===== config.mk =====
export PLATFORM = sky130hd
export DESIGN_NAME = fcn_nop_gen
export DESIGN_NICKNAME = d
export VERILOG_FILES = /design/src/rtl/fcn_pkg.sv /design/src/rtl/fcn_credit_ctr.sv /design/src/rtl/fcn_packer.sv /design/src/rtl/fcn_nop_gen.sv
export SDC_FILE = /design/constraint.sdc
export NUM_CORES = 1
export LEC_CHECK = 0
export ABC_AREA = 1
export ABC_CLOCK_PERIOD_IN_PS = 3700
export BUFFER_PORTS_ARGS = -buffer_cell sky130_fd_sc_hd__buf_2
export CORE_ASPECT_RATIO = 1.2
export CORE_MARGIN = 2
export CORE_UTILIZATION = 50
export DETAILED_ROUTE_END_ITERATION = 7
export PLACE_DENSITY_LB_ADDON = 0.05
export SYNTH_ARGS = -nofsm -noshare
export SYNTH_HDL_FRONTEND = slang
export SYNTH_SLANG_ARGS = --single-unit

===== constraint.sdc =====
create_clock -name clk -period 3.7 [get_ports clk]
set_clock_uncertainty 0.2 [all_clocks]
set_input_delay 0.37 -clock clk [delete_from_list [all_inputs] [get_ports clk]]
set_output_delay 0.37 -clock clk [all_outputs]
set_load 0.005 [all_outputs]

===== src/rtl/fcn_pkg.sv =====
package fcn_pkg;
   localparam int unsigned NUM_CLASSES = 6;
   localparam int unsigned FIELD_W     = 2;
   localparam int unsigned FIELD_MAX   = 3;

   typedef enum logic [2:0] {
      CL_PCMD  = 3'd0,
      CL_PDATA = 3'd1,
      CL_NPCMD = 3'd2,
      CL_NPDATA= 3'd3,
      CL_RCMD  = 3'd4,
      CL_RDATA = 3'd5
   } fc_class_e;

   // dword bit position of each class field (decoded by the link partner)
   function automatic int unsigned field_lsb(input int unsigned cls);
      case (cls)
         0:       return 8;
         1:       return 10;
         2:       return 16;
         3:       return 18;
         4:       return 12;
         default: return 14;
      endcase
   endfunction
endpackage


===== src/rtl/fcn_credit_ctr.sv =====
module fcn_credit_ctr #(
   parameter int unsigned CW   = 6,
   parameter int unsigned INIT = 0,
   parameter int unsigned FMAX = 3
) (
   input  logic          clk,
   input  logic          rst_n,
   input  logic          free_i,
   input  logic          take_i,
   output logic [CW-1:0] cnt_o,
   output logic [1:0]    field_o
);
   localparam logic [CW-1:0] FMAX_V = CW'(FMAX);
   localparam logic [CW-1:0] INIT_V = CW'(INIT);

   logic [CW-1:0] cnt_q;
   logic [CW-1:0] dec;
   logic [CW-1:0] inc;

   initial begin : chk_params
      assert (CW >= 2) else $fatal(1, "counter width below 2");
      assert (INIT < (1 << CW)) else $fatal(1, "initial depth exceeds counter");
      assert (FMAX == 3) else $fatal(1, "field limit must be 3");
   end

   assign field_o = (cnt_q >= FMAX_V) ? 2'(FMAX) : cnt_q[1:0];
   assign dec     = take_i ? {{(CW-2){1'b0}}, field_o} : '0;
   assign inc     = {{(CW-1){1'b0}}, free_i};
   assign cnt_o   = cnt_q;

   always_ff @(posedge clk) begin
      if (!rst_n) cnt_q <= INIT_V;
      else        cnt_q <= cnt_q - dec + inc;
   end
endmodule


===== src/rtl/fcn_packer.sv =====
module fcn_packer
   import fcn_pkg::*;
#(
   parameter int unsigned NC = NUM_CLASSES
) (
   input  logic [NC*FIELD_W-1:0] fields_i,
   input  logic                  discon_i,
   input  logic [7:0]            ack_i,
   output logic [31:0]           dword_o
);
   initial begin : chk_params
      assert (NC == 6) else $fatal(1, "packet layout holds six classes");
   end

   always_comb begin
      dword_o        = '0;
      dword_o[6]     = discon_i;
      for (int unsigned c = 0; c < NC; c++) begin
         dword_o[field_lsb(c) +: FIELD_W] = fields_i[c*FIELD_W +: FIELD_W];
      end
      dword_o[31:24] = ack_i;
   end
endmodule


===== src/rtl/fcn_nop_gen.sv =====
module fcn_nop_gen
   import fcn_pkg::*;
#(
   parameter int unsigned CNT_W = 6,
   parameter int unsigned INIT_DEPTH [NUM_CLASSES] = '{4, 2, 4, 2, 8, 4}
) (
   input  logic        clk,
   input  logic        rst_n,
   input  logic [5:0]  free_i,
   input  logic        discon_req_i,
   input  logic [7:0]  ack_seq_i,
   input  logic        nop_ready_i,
   output logic        nop_valid_o,
   output logic [31:0] nop_data_o
);
   localparam int unsigned FLAT_W = NUM_CLASSES * FIELD_W;

   logic [FLAT_W-1:0]            field_flat;
   logic [NUM_CLASSES*CNT_W-1:0] pend_flat;
   logic                         fire;

   initial begin : chk_params
      assert (CNT_W >= 6) else $fatal(1, "pending counter narrower than 6 bits");
   end

   assign nop_valid_o = (|field_flat) | discon_req_i;
   assign fire        = nop_valid_o & nop_ready_i;

   for (genvar c = 0; c < NUM_CLASSES; c++) begin : g_cls
      fcn_credit_ctr #(
         .CW   (CNT_W),
         .INIT (INIT_DEPTH[c]),
         .FMAX (FIELD_MAX)
      ) u_ctr (
         .clk     (clk),
         .rst_n   (rst_n),
         .free_i  (free_i[c]),
         .take_i  (fire),
         .cnt_o   (pend_flat[c*CNT_W +: CNT_W]),
         .field_o (field_flat[c*FIELD_W +: FIELD_W])
      );
   end

   fcn_packer #(.NC(NUM_CLASSES)) u_pack (
      .fields_i (field_flat),
      .discon_i (discon_req_i),
      .ack_i    (ack_seq_i),
      .dword_o  (nop_data_o)
   );
endmodule


==> results of run 1 <==
[power breakdown]
part	total [uW]	internal (uW)	switching, uW
Sequential	651	569	82.0
Combinational	2130	879	1250
Clock	267	128	139
Total	3050	1580	1470
[per-stage QoR]
step                      area (sq um)  setup WS, ns  util (%)
final                             3320         0.566      54.8
after global routing              3320         0.297      54.8
after CTS                         3320         0.538      54.8
after detailed placement          3240         0.565      53.6
after global placement            3240         0.572      53.6
after floorplan                   3190         0.845         -
[how the worst min path moves through the flow]
stage / start / to / slack [ns] / cells past startpoint
after floorplan: rst_n / g_cls[0].u_ctr.cnt_o[1] / 0.30 / 2
after global placement: g_cls[0].u_ctr.cnt_o[5] / g_cls[0].u_ctr.cnt_o[5] / 0.38 / 3
after detailed placement: g_cls[2].u_ctr.cnt_o[5] / g_cls[2].u_ctr.cnt_o[5] / 0.39 / 3
after CTS: free_i[1] / g_cls[1].u_ctr.cnt_o[0] / 0.18 / 4
after global routing: free_i[1] / g_cls[1].u_ctr.cnt_o[0] / 0.20 / 4
final: free_i[1] / g_cls[1].u_ctr.cnt_o[0] / 0.18 / 4
[layout by cell type (no fill, tap or decap), drive strengths merged]
cell	count
a21boi	1
a21o	1
a21oi	30
a311o	1
a31o	1
a31oi	2
buf	23
clkbuf	6
clkinv	1
conb	11
dfxtp	36
fa	6
ha	66
inv	92
nand2	53
nand3	16
nand3b	2
nand4	5
nor2	26
nor3	3
o211ai	8
o21ai	23
o21bai	3
o31ai	1
or2	3
xnor2	2
xor2	2
[worst max-delay path, stage by stage, from the launching register on]
cell	delay, ns
dfxtp_1	0.31
inv_1	0.06
ha_1	0.21
inv_1	0.09
o211ai_2	0.15
nor2_2	0.19
nand4_4	0.20
nand2_4	0.14
nor2_2	0.04
ha_1	0.26
inv_1	0.05
ha_1	0.12
inv_1	0.07
fa_1	0.41
o31ai_1	0.31
o21ai_0	0.11
a21oi_1	0.14
[cell type report]
type,count,area [sq um],area share (%)
Clock inverter,1,5.00,0.151
Timing Repair Buffer,23,115,3.47
Clock buffer,6,72.6,2.19
Multi-Input combinational cell,266,1960,59.0
Sequential cell,36,721,21.7
Inverter,92,345,10.4
Tap cell,82,103,3.09
[cells by family after synthesis]
logic type,after synthesis,share of synthesized area (%)
buffers and inverters,116,16.3
and+or+nand+nor,108,16.2
adders and majority gates,72,30.0
AOI/OAI and AO/OA,71,13.5
DFF,36,22.9
xor gates and xnor gates,4,1.11
other,1,0.119
[metal layers]
metal	up-vias	part of all wire, %	global-route usage (%)
met4	0	1.4	5.91
li1	1298	-	-
met5	-	0	0
met1	1057	47	22.8
met3	6	3.3	3.48
met2	35	48	31.0
==> flow_metrics.env, run 1 <==
export IMPL_worstSetupEndpoint="g_cls[0].u_ctr.cnt_o[4]"
export IMPL_crit_path_max_fanout=8
export IMPL_initial_utilization_pct=52.1
export IMPL_ant_nets=0
export IMPL_die_h_microns=91.0
export IMPL_cts_tree="built"
export IMPL_drtIter0Drc=42
export IMPL_drv_slew=0
export IMPL_finalNonFillerCells=506
export IMPL_syn_area_sq_um=3150
export IMPL_clk_pin_slew_ns=0.07
export IMPL_seq_area_frac_synth_pct=22.9
export IMPL_vias=2396
export IMPL_drc_errors=0
export IMPL_ctsLongestPathBuffers=2
export IMPL_grt_pass1_vias=2415
export IMPL_fin_crit_ns=3.13
export IMPL_hp_class="in -> reg"
export IMPL_maxCapViolCount=0
export IMPL_antenna_cells=0
export IMPL_cts_resized=0
export IMPL_antenna_found_initial=0
export IMPL_crit_required_ns=3.72
export IMPL_grt_max_degree=35
export IMPL_cts_buffers=5
export IMPL_synth_top_area_share_pct=26.2
export IMPL_crit_path_end_kind="flop"
export IMPL_p_leak_uw=0.00180
export IMPL_avgViaCountPerCell=4.74
export IMPL_ir_worst_vdd_v=0.000402
export IMPL_die_w_microns=76.5
export IMPL_die_area_sq_um=6960
export IMPL_yosys_area_top_type="ha_1"
export IMPL_finalPower_uw=3050
export IMPL_io_pins=51
export IMPL_row_count=31
export IMPL_netlist_instances=408
export IMPL_synth_edf_count=0
export IMPL_crit_reg2reg_capture="g_cls[0].u_ctr.cnt_o[4]"
export IMPL_fin_setup_tns_ns=0
export IMPL_worstMarginPinSlew_ns=0.644
export IMPL_gp_congestion=0.806
export IMPL_ys_flop_type="dfxtp_1"
export IMPL_core_area_sq_um=6050
export IMPL_critical_path_class="reg -> reg"
export IMPL_grt_remaining_overflow=0
export IMPL_relSlewSlack_pct=57.1
export IMPL_io_buffers=23
export IMPL_arrival_ns=3.16
export IMPL_yosysWarnings=0
export IMPL_synth_avg_cell_area_sq_um=7.73
export IMPL_synth_area_leaders="ha_1, dfxtp_1, inv_1"
export IMPL_setup_viol=0
export IMPL_synth_most_common_cell="inv_1"
export IMPL_reg2reg_slack_ns=0.57
export IMPL_hold_violations=0
export IMPL_ff2ff_path_depth=16
export IMPL_dpl_hpwl_microns=4560
export IMPL_yosys_top_cells_count="inv_1, ha_1, nand2_1, dfxtp_1, a21oi_1"
export IMPL_powerDensity_nw_per_um2=919
export IMPL_clock_root_buffer="clkbuf_8"
export IMPL_cts_setup_buffers=0
export IMPL_min_period_over_period_pct=84.7
export IMPL_wire_per_inst_microns=11.1
export IMPL_grt_pass1_wl_microns=10300
export IMPL_cp_start_kind="flop"
export IMPL_dp_cells=499
export IMPL_whs_ns=0.184
export IMPL_yosys_register_bits=36
export IMPL_crit_reg2reg_launch="g_cls[2].u_ctr.cnt_o[4]"
export IMPL_largest_reg_flops=36
export IMPL_area_growth_pct=5.24
export IMPL_drive_above_1_share_pct=12.0
export IMPL_fill_cells=610
export IMPL_grt_usage_pct=18.1
export IMPL_cts_max_level=2
export IMPL_clkSinkCount=36
export IMPL_rsz0062_at_grt="false"
export IMPL_async_reset_ff_share_pct=0
export IMPL_ys_types=34
export IMPL_clkLatencyLatePin_ns=0.29
export IMPL_startpoint="g_cls[2].u_ctr.cnt_o[4]"
export IMPL_fin_nets=514
export IMPL_totalWireLength_microns=5620
export IMPL_drt_pass1_iterations=4
export IMPL_run_status="completed"
export IMPL_max_freq_ghz=0.319
export IMPL_cts_hold_buffers_added=0
Note: power is estimated with default switching activity, not from simulation.
==> inputs of run 2 (changes only) <==
--- a/config.mk
+++ b/config.mk
@@ -6,7 +6,7 @@
 export NUM_CORES = 1
 export LEC_CHECK = 0
 export ABC_AREA = 1
-export ABC_CLOCK_PERIOD_IN_PS = 3700
+export ABC_CLOCK_PERIOD_IN_PS = 2900
 export BUFFER_PORTS_ARGS = -buffer_cell sky130_fd_sc_hd__buf_2
 export CORE_ASPECT_RATIO = 1.2
 export CORE_MARGIN = 2
==> constraint.sdc (replaced) <==
create_clock -name clk -period 2.9 [get_ports clk]
set_clock_uncertainty 0.2 [all_clocks]
set_input_delay 0.29 -clock clk [delete_from_list [all_inputs] [get_ports clk]]
set_output_delay 0.29 -clock clk [all_outputs]
set_load 0.005 [all_outputs]
==> flow_metrics.env, run 2 (synthesis results as in run 1) <==
export IMPL_switching_share_pct=45.7
export IMPL_crit_path_end_kind="flop"
export IMPL_fin_crit_ns=2.93
export IMPL_clock_root_buffer="clkbuf_8"
export IMPL_core_area_sq_um=6050
export IMPL_min_period_over_period_pct=101
export IMPL_hold_violations=0
export IMPL_arrival_ns=2.96
export IMPL_reg2reg_slack_ns=-0.03
export IMPL_ff2ff_path_depth=20
export IMPL_cts_buffers=5
export IMPL_whs_ns=0.0880
export IMPL_ctsLongestPathBuffers=2
export IMPL_cp_start_kind="flop"
export IMPL_clkSinkCount=36
export IMPL_io_pins=51
export IMPL_final_cell_mix="inv_1, ha_1, nand2_1"
export IMPL_grt_remaining_overflow=0
export IMPL_vias=2601
export IMPL_ant_nets=0
export IMPL_initial_utilization_pct=52.1
export IMPL_p_comb_share_pct=73.3
export IMPL_avgViaCountPerCell=4.71
export IMPL_relSlewSlack_pct=54.9
export IMPL_gp_congestion=0.802
export IMPL_min_from="free_i[1]"
export IMPL_dpl_hpwl_microns=4700
export IMPL_crit_reg2reg_launch="g_cls[5].u_ctr.cnt_o[3]"
export IMPL_io_buffers=23
export IMPL_row_count=31
export IMPL_cts_tree="built"
export IMPL_internal_power_uw=2510
export IMPL_die_h_microns=91.0
export IMPL_die_area_sq_um=6960
export IMPL_p_sw_uw=2110
export IMPL_ir_worst_vdd_v=0.000597
export IMPL_grt_pass1_vias=2529
export IMPL_setup_viol=3
export IMPL_cts_max_level=2
export IMPL_holdPathStages=4
export IMPL_failed_checks="negative setup slack"
export IMPL_clkLatencyLatePin_ns=0.30
export IMPL_clk_pin_slew_ns=0.08
export IMPL_crit_reg2reg_capture="g_cls[3].u_ctr.cnt_o[4]"
export IMPL_dp_cells=539
export IMPL_die_w_microns=76.5
export IMPL_crit_required_ns=2.94
export IMPL_drtIter0Drc=65
export IMPL_fill_cells=578
export IMPL_drt_pass1_iterations=4
export IMPL_antenna_cells=0
export IMPL_finalWorstSetupSlack_ns=-0.0265
export IMPL_antenna_found_initial=0
export IMPL_seq_power_share_pct=18.3
export IMPL_run_status="finished with violations"
export IMPL_p_leak_uw=0.00201
export IMPL_crit_path_max_fanout=4
export IMPL_powerDensity_nw_per_um2=1200
export IMPL_totalWireLength_microns=6190
export IMPL_area_growth_pct=21.7
export IMPL_pwr_share_clk_pct=8.4
export IMPL_drive_above_1_share_pct=28.3
export IMPL_cts_hold_buffers_added=0
export IMPL_worstMarginPinSlew_ns=0.677
export IMPL_min_to="g_cls[1].u_ctr.cnt_o[0]"
export IMPL_largest_reg_flops=36
export IMPL_grt_usage_pct=18.9
export IMPL_drv_slew=0
export IMPL_fin_nets=559
export IMPL_grt_pass1_wl_microns=10600
export IMPL_critical_path_class="reg -> reg"
export IMPL_finalNonFillerCells=552
export IMPL_max_freq_ghz=0.342
export IMPL_drc_errors=0
export IMPL_maxCapViolCount=0
export IMPL_rsz0062_at_grt="true"
export IMPL_wire_per_inst_microns=11.2
export IMPL_hp_class="in -> reg"
export IMPL_layout_commonest_cell="inv_1"
export IMPL_grt_max_degree=35
[run 2: cell type report]
class | instances | area [sq um] | share of cell area [%]
Multi-Input combinational cell | 266 | 2100 | 54.8
Clock buffer | 8 | 90.1 | 2.35
Timing Repair Buffer | 68 | 465 | 12.1
Inverter | 92 | 350 | 9.13
Tap cell | 82 | 103 | 2.67
Sequential cell | 36 | 726 | 18.9
[run 2: timing repair]
| action | CTS | global route |
|---|---|---|
| gates resized for setup | 6 | 44 |
| pin swaps | 3 | 22 |
| setup buffers | 0 | 5 |
| setup endpoints to repair | 3 | 20 |
[run 2: worst max-delay path by stage]
stage / start / to / slack (ns) / depth (start not counted)
finish: g_cls[5].u_ctr.cnt_o[3] / g_cls[3].u_ctr.cnt_o[4] / -0.03 / 20
global route: g_cls[5].u_ctr.cnt_o[3] / g_cls[0].u_ctr.cnt_o[4] / -0.21 / 18
CTS: g_cls[3].u_ctr.cnt_o[4] / g_cls[4].u_ctr.cnt_o[4] / -0.02 / 18
detailed placement: g_cls[2].u_ctr.cnt_o[4] / g_cls[0].u_ctr.cnt_o[4] / -0.09 / 16
global placement: g_cls[5].u_ctr.cnt_o[2] / g_cls[0].u_ctr.cnt_o[4] / -0.07 / 17
floorplan: g_cls[5].u_ctr.cnt_o[4] / g_cls[0].u_ctr.cnt_o[4] / 0.04 / 16
[run 2: routing by layer]
metal | vias to the layer above | routed length (microns) | GRT usage [%]
li1 | 1395 | - | -
met1 | 1156 | 2800 | 23.4
met2 | 40 | 3060 | 32.4
met3 | 10 | 197 | 4.17
met4 | 0 | 132 | 6.52
met5 | - | 0 | 0
[run 2: power by group through the flow]
stage | sequential [uW] | combinational [uW] | clock, uW
after detailed placement | 843 | 3090 | 0
after floorplan | 816 | 2170 | 0
after CTS | 831 | 3140 | 401
after global placement | 838 | 3060 | 0
after global routing | 872 | 3940 | 432
final | 845 | 3390 | 390
[run 2: through the flow]
stage | instance area, sq um | power, uW | setup WS [ns] | TNS [ns] | utilization, %
final | 3840 | 4620 | -0.0265 | -0.0444 | 63.4
after global routing | 3840 | 5250 | -0.209 | -1.33 | 63.4
after CTS | 3650 | 4380 | -0.0186 | -0.0186 | 60.3
after detailed placement | 3540 | 3940 | -0.0946 | -0.132 | 58.5
after global placement | 3540 | 3900 | -0.0672 | -0.0984 | 58.5
after floorplan | 3190 | 2990 | 0.0449 | 0 | -
[run 2: worst max-delay path, cell delays in order (launching register included)]
cell and delay [ns]:
dfxtp_2 0.33, inv_2 0.08, ha_4 0.13, inv_2 0.04
a21boi_4 0.15, nand3_2 0.11, nor2_4 0.14, nand4_4 0.14
nand2_4 0.11, buf_12 0.11, nor2_4 0.03, ha_4 0.23
inv_4 0.05, ha_4 0.14, inv_4 0.04, fa_2 0.38
nor2_1 0.10, o21ai_1 0.07, nand2_1 0.08, o21ai_1 0.07
a21oi_1 0.13
==> inputs of run 3 (changes only) <==
--- a/config.mk
+++ b/config.mk
@@ -10,7 +10,7 @@
 export BUFFER_PORTS_ARGS = -buffer_cell sky130_fd_sc_hd__buf_2
 export CORE_ASPECT_RATIO = 1.2
 export CORE_MARGIN = 2
-export CORE_UTILIZATION = 50
+export CORE_UTILIZATION = 35
 export DETAILED_ROUTE_END_ITERATION = 7
 export PLACE_DENSITY_LB_ADDON = 0.05
 export SYNTH_ARGS = -nofsm -noshare
==> flow_metrics.env, run 3 (synthesis results as in run 1) <==
export IMPL_run_status="completed"
export IMPL_finalNonFillerCells=607
export IMPL_antenna_found_initial=0
export IMPL_totalWireLength_microns=6940
export IMPL_grt_max_degree=21
export IMPL_fin_area_sq_um=4260
export IMPL_dp_cells=583
export IMPL_drt_pass1_iterations=4
export IMPL_drive_above_1_share_pct=39.4
export IMPL_maxCapViolCount=0
export IMPL_drc_errors=0
export IMPL_fin_crit_ns=2.86
export IMPL_hold_violations=0
export IMPL_grt_pass1_vias=2572
export IMPL_final_cell_mix="inv_1, buf_4, nand2_1"
export IMPL_io_pins=51
export IMPL_powerDensity_nw_per_um2=1190
export IMPL_largest_reg_flops=36
export IMPL_dpl_hpwl_microns=5330
export IMPL_io_buffers=23
export IMPL_setup_viol=0
export IMPL_ant_nets=0
export IMPL_crit_path_max_fanout=4
export IMPL_cts_tree="built"
export IMPL_grt_pass1_wl_microns=11400
export IMPL_ff2ff_path_depth=17
export IMPL_fin_setup_tns_ns=0
export IMPL_die_w_microns=90.6
export IMPL_cts_max_level=2
export IMPL_min_period_over_period_pct=98.5
export IMPL_initial_utilization_pct=36.4
export IMPL_drtIter0Drc=52
export IMPL_placed_cell_area_sq_um=3650
export IMPL_max_freq_ghz=0.350
export IMPL_rsz0062_at_grt="true"
export IMPL_gp_congestion=0.757
export IMPL_holdPathStages=4
export IMPL_row_count=37
export IMPL_layout_commonest_cell="inv_1"
export IMPL_core_area_sq_um=8660
export IMPL_area_growth_pct=35.0
export IMPL_clk_pin_slew_ns=0.08
export IMPL_drv_slew=0
export IMPL_die_h_microns=108
export IMPL_cts_buffers=5
export IMPL_avgViaCountPerCell=4.41
export IMPL_antenna_cells=0
export IMPL_vias=2674
export IMPL_cts_hold_buffers_added=0
export IMPL_crit_path_end_kind="flop"
export IMPL_die_area_sq_um=9790
export IMPL_clkSinkCount=36
export IMPL_ctsLongestPathBuffers=2
export IMPL_hp_class="in -> reg"
export IMPL_critical_path_class="reg -> reg"
export IMPL_crit_required_ns=2.89
export IMPL_p_leak_uw=0.00212
export IMPL_grt_remaining_overflow=0
export IMPL_clkLatencyLatePin_ns=0.30
export IMPL_fin_nets=579
export IMPL_grt_usage_pct=14.6
export IMPL_ir_worst_vdd_v=0.000499
export IMPL_cp_start_kind="flop"
export IMPL_arrival_ns=2.84
export IMPL_wire_per_inst_microns=11.4
export IMPL_clock_root_buffer="clkbuf_8"
==> run 3: changes by cell type in the layout (fill, tap and decap cells not counted), moves of 3 or more <==
cell | before | now
buf_4 | 44 | 59
buf_6 | 0 | 6
dfxtp_1 | 32 | 26
dfxtp_2 | 4 | 10
ha_1 | 55 | 42
ha_4 | 6 | 18
inv_1 | 79 | 69
inv_2 | 11 | 20
nand3_1 | 15 | 11
nand3_2 | 1 | 4
o21ai_0 | 17 | 10
o21ai_1 | 6 | 12
==> run 3: worst max-delay path, stage by stage, from the launching register on <==
cell	delay, ns
dfxtp_2	0.34
inv_2	0.05
ha_1	0.21
nand4_1	0.11
nand3_2	0.12
nor2_4	0.12
nand4_4	0.15
nand2_4	0.12
buf_4	0.11
nor2_2	0.03
ha_1	0.27
inv_1	0.04
ha_2	0.18
fa_2	0.37
nand3_1	0.09
nand2_1	0.08
o21ai_1	0.12
a21oi_1	0.05
==> run 3: stage by stage <==
step | power (uW) | hold slack, ns | worst slack (ns) | utilization (%)
floorplan | 2990 | 0.221 | 0.0449 | -
global placement | 4040 | 0.371 | -0.128 | 42.2
detailed placement | 4040 | 0.380 | -0.160 | 42.2
CTS | 4630 | 0.0968 | -0.0250 | 44.6
global route | 5720 | 0.120 | -0.105 | 49.2
finish | 5080 | 0.100 | 0.0423 | 49.2
==> run 3: worst paths after layout <==
path	from	to	slack [ns]
max	g_cls[5].u_ctr.cnt_o[2]	g_cls[2].u_ctr.cnt_o[4]	0.04
min	free_i[1]	g_cls[1].u_ctr.cnt_o[0]	0.10
max reg2reg	g_cls[5].u_ctr.cnt_o[2]	g_cls[2].u_ctr.cnt_o[4]	0.04
min reg2reg	g_cls[0].u_ctr.cnt_o[5]	g_cls[0].u_ctr.cnt_o[5]	0.40
==> run 3: final cells by class <==
cell class | instances | area, sq um
Fill cell | 890 | 4400
Sequential cell | 36 | 733
Inverter | 92 | 353
Tap cell | 117 | 146
Multi-Input combinational cell | 266 | 2300
Clock buffer | 6 | 82.6
Timing Repair Buffer | 88 | 626
Clock inverter | 2 | 10.0
==> run 3: layer usage <==
metal	wire, microns	track usage [%]	part of all wire [%]	vias to the layer above
met5	0	0	0	-
met4	76	3.74	1.1	0
met3	212	3.14	3.1	6
met2	3390	25.9	49	33
met1	3260	17.9	47	1196
li1	-	-	-	1439
==> run 3: repair_timing <==
action / 4_1_cts / 5_1_grt
buffers inserted: 7 / 9
pin swaps: 13 / 36
setup endpoints to repair: 6 / 23
resized for setup: 23 / 87
==> run 3: power by group <==
part           internal [uW]  leakage (uW)  switching, uW
Combinational           1870       0.00177           1950
Sequential               739      0.000302            131
Clock                    190     0.0000510            205
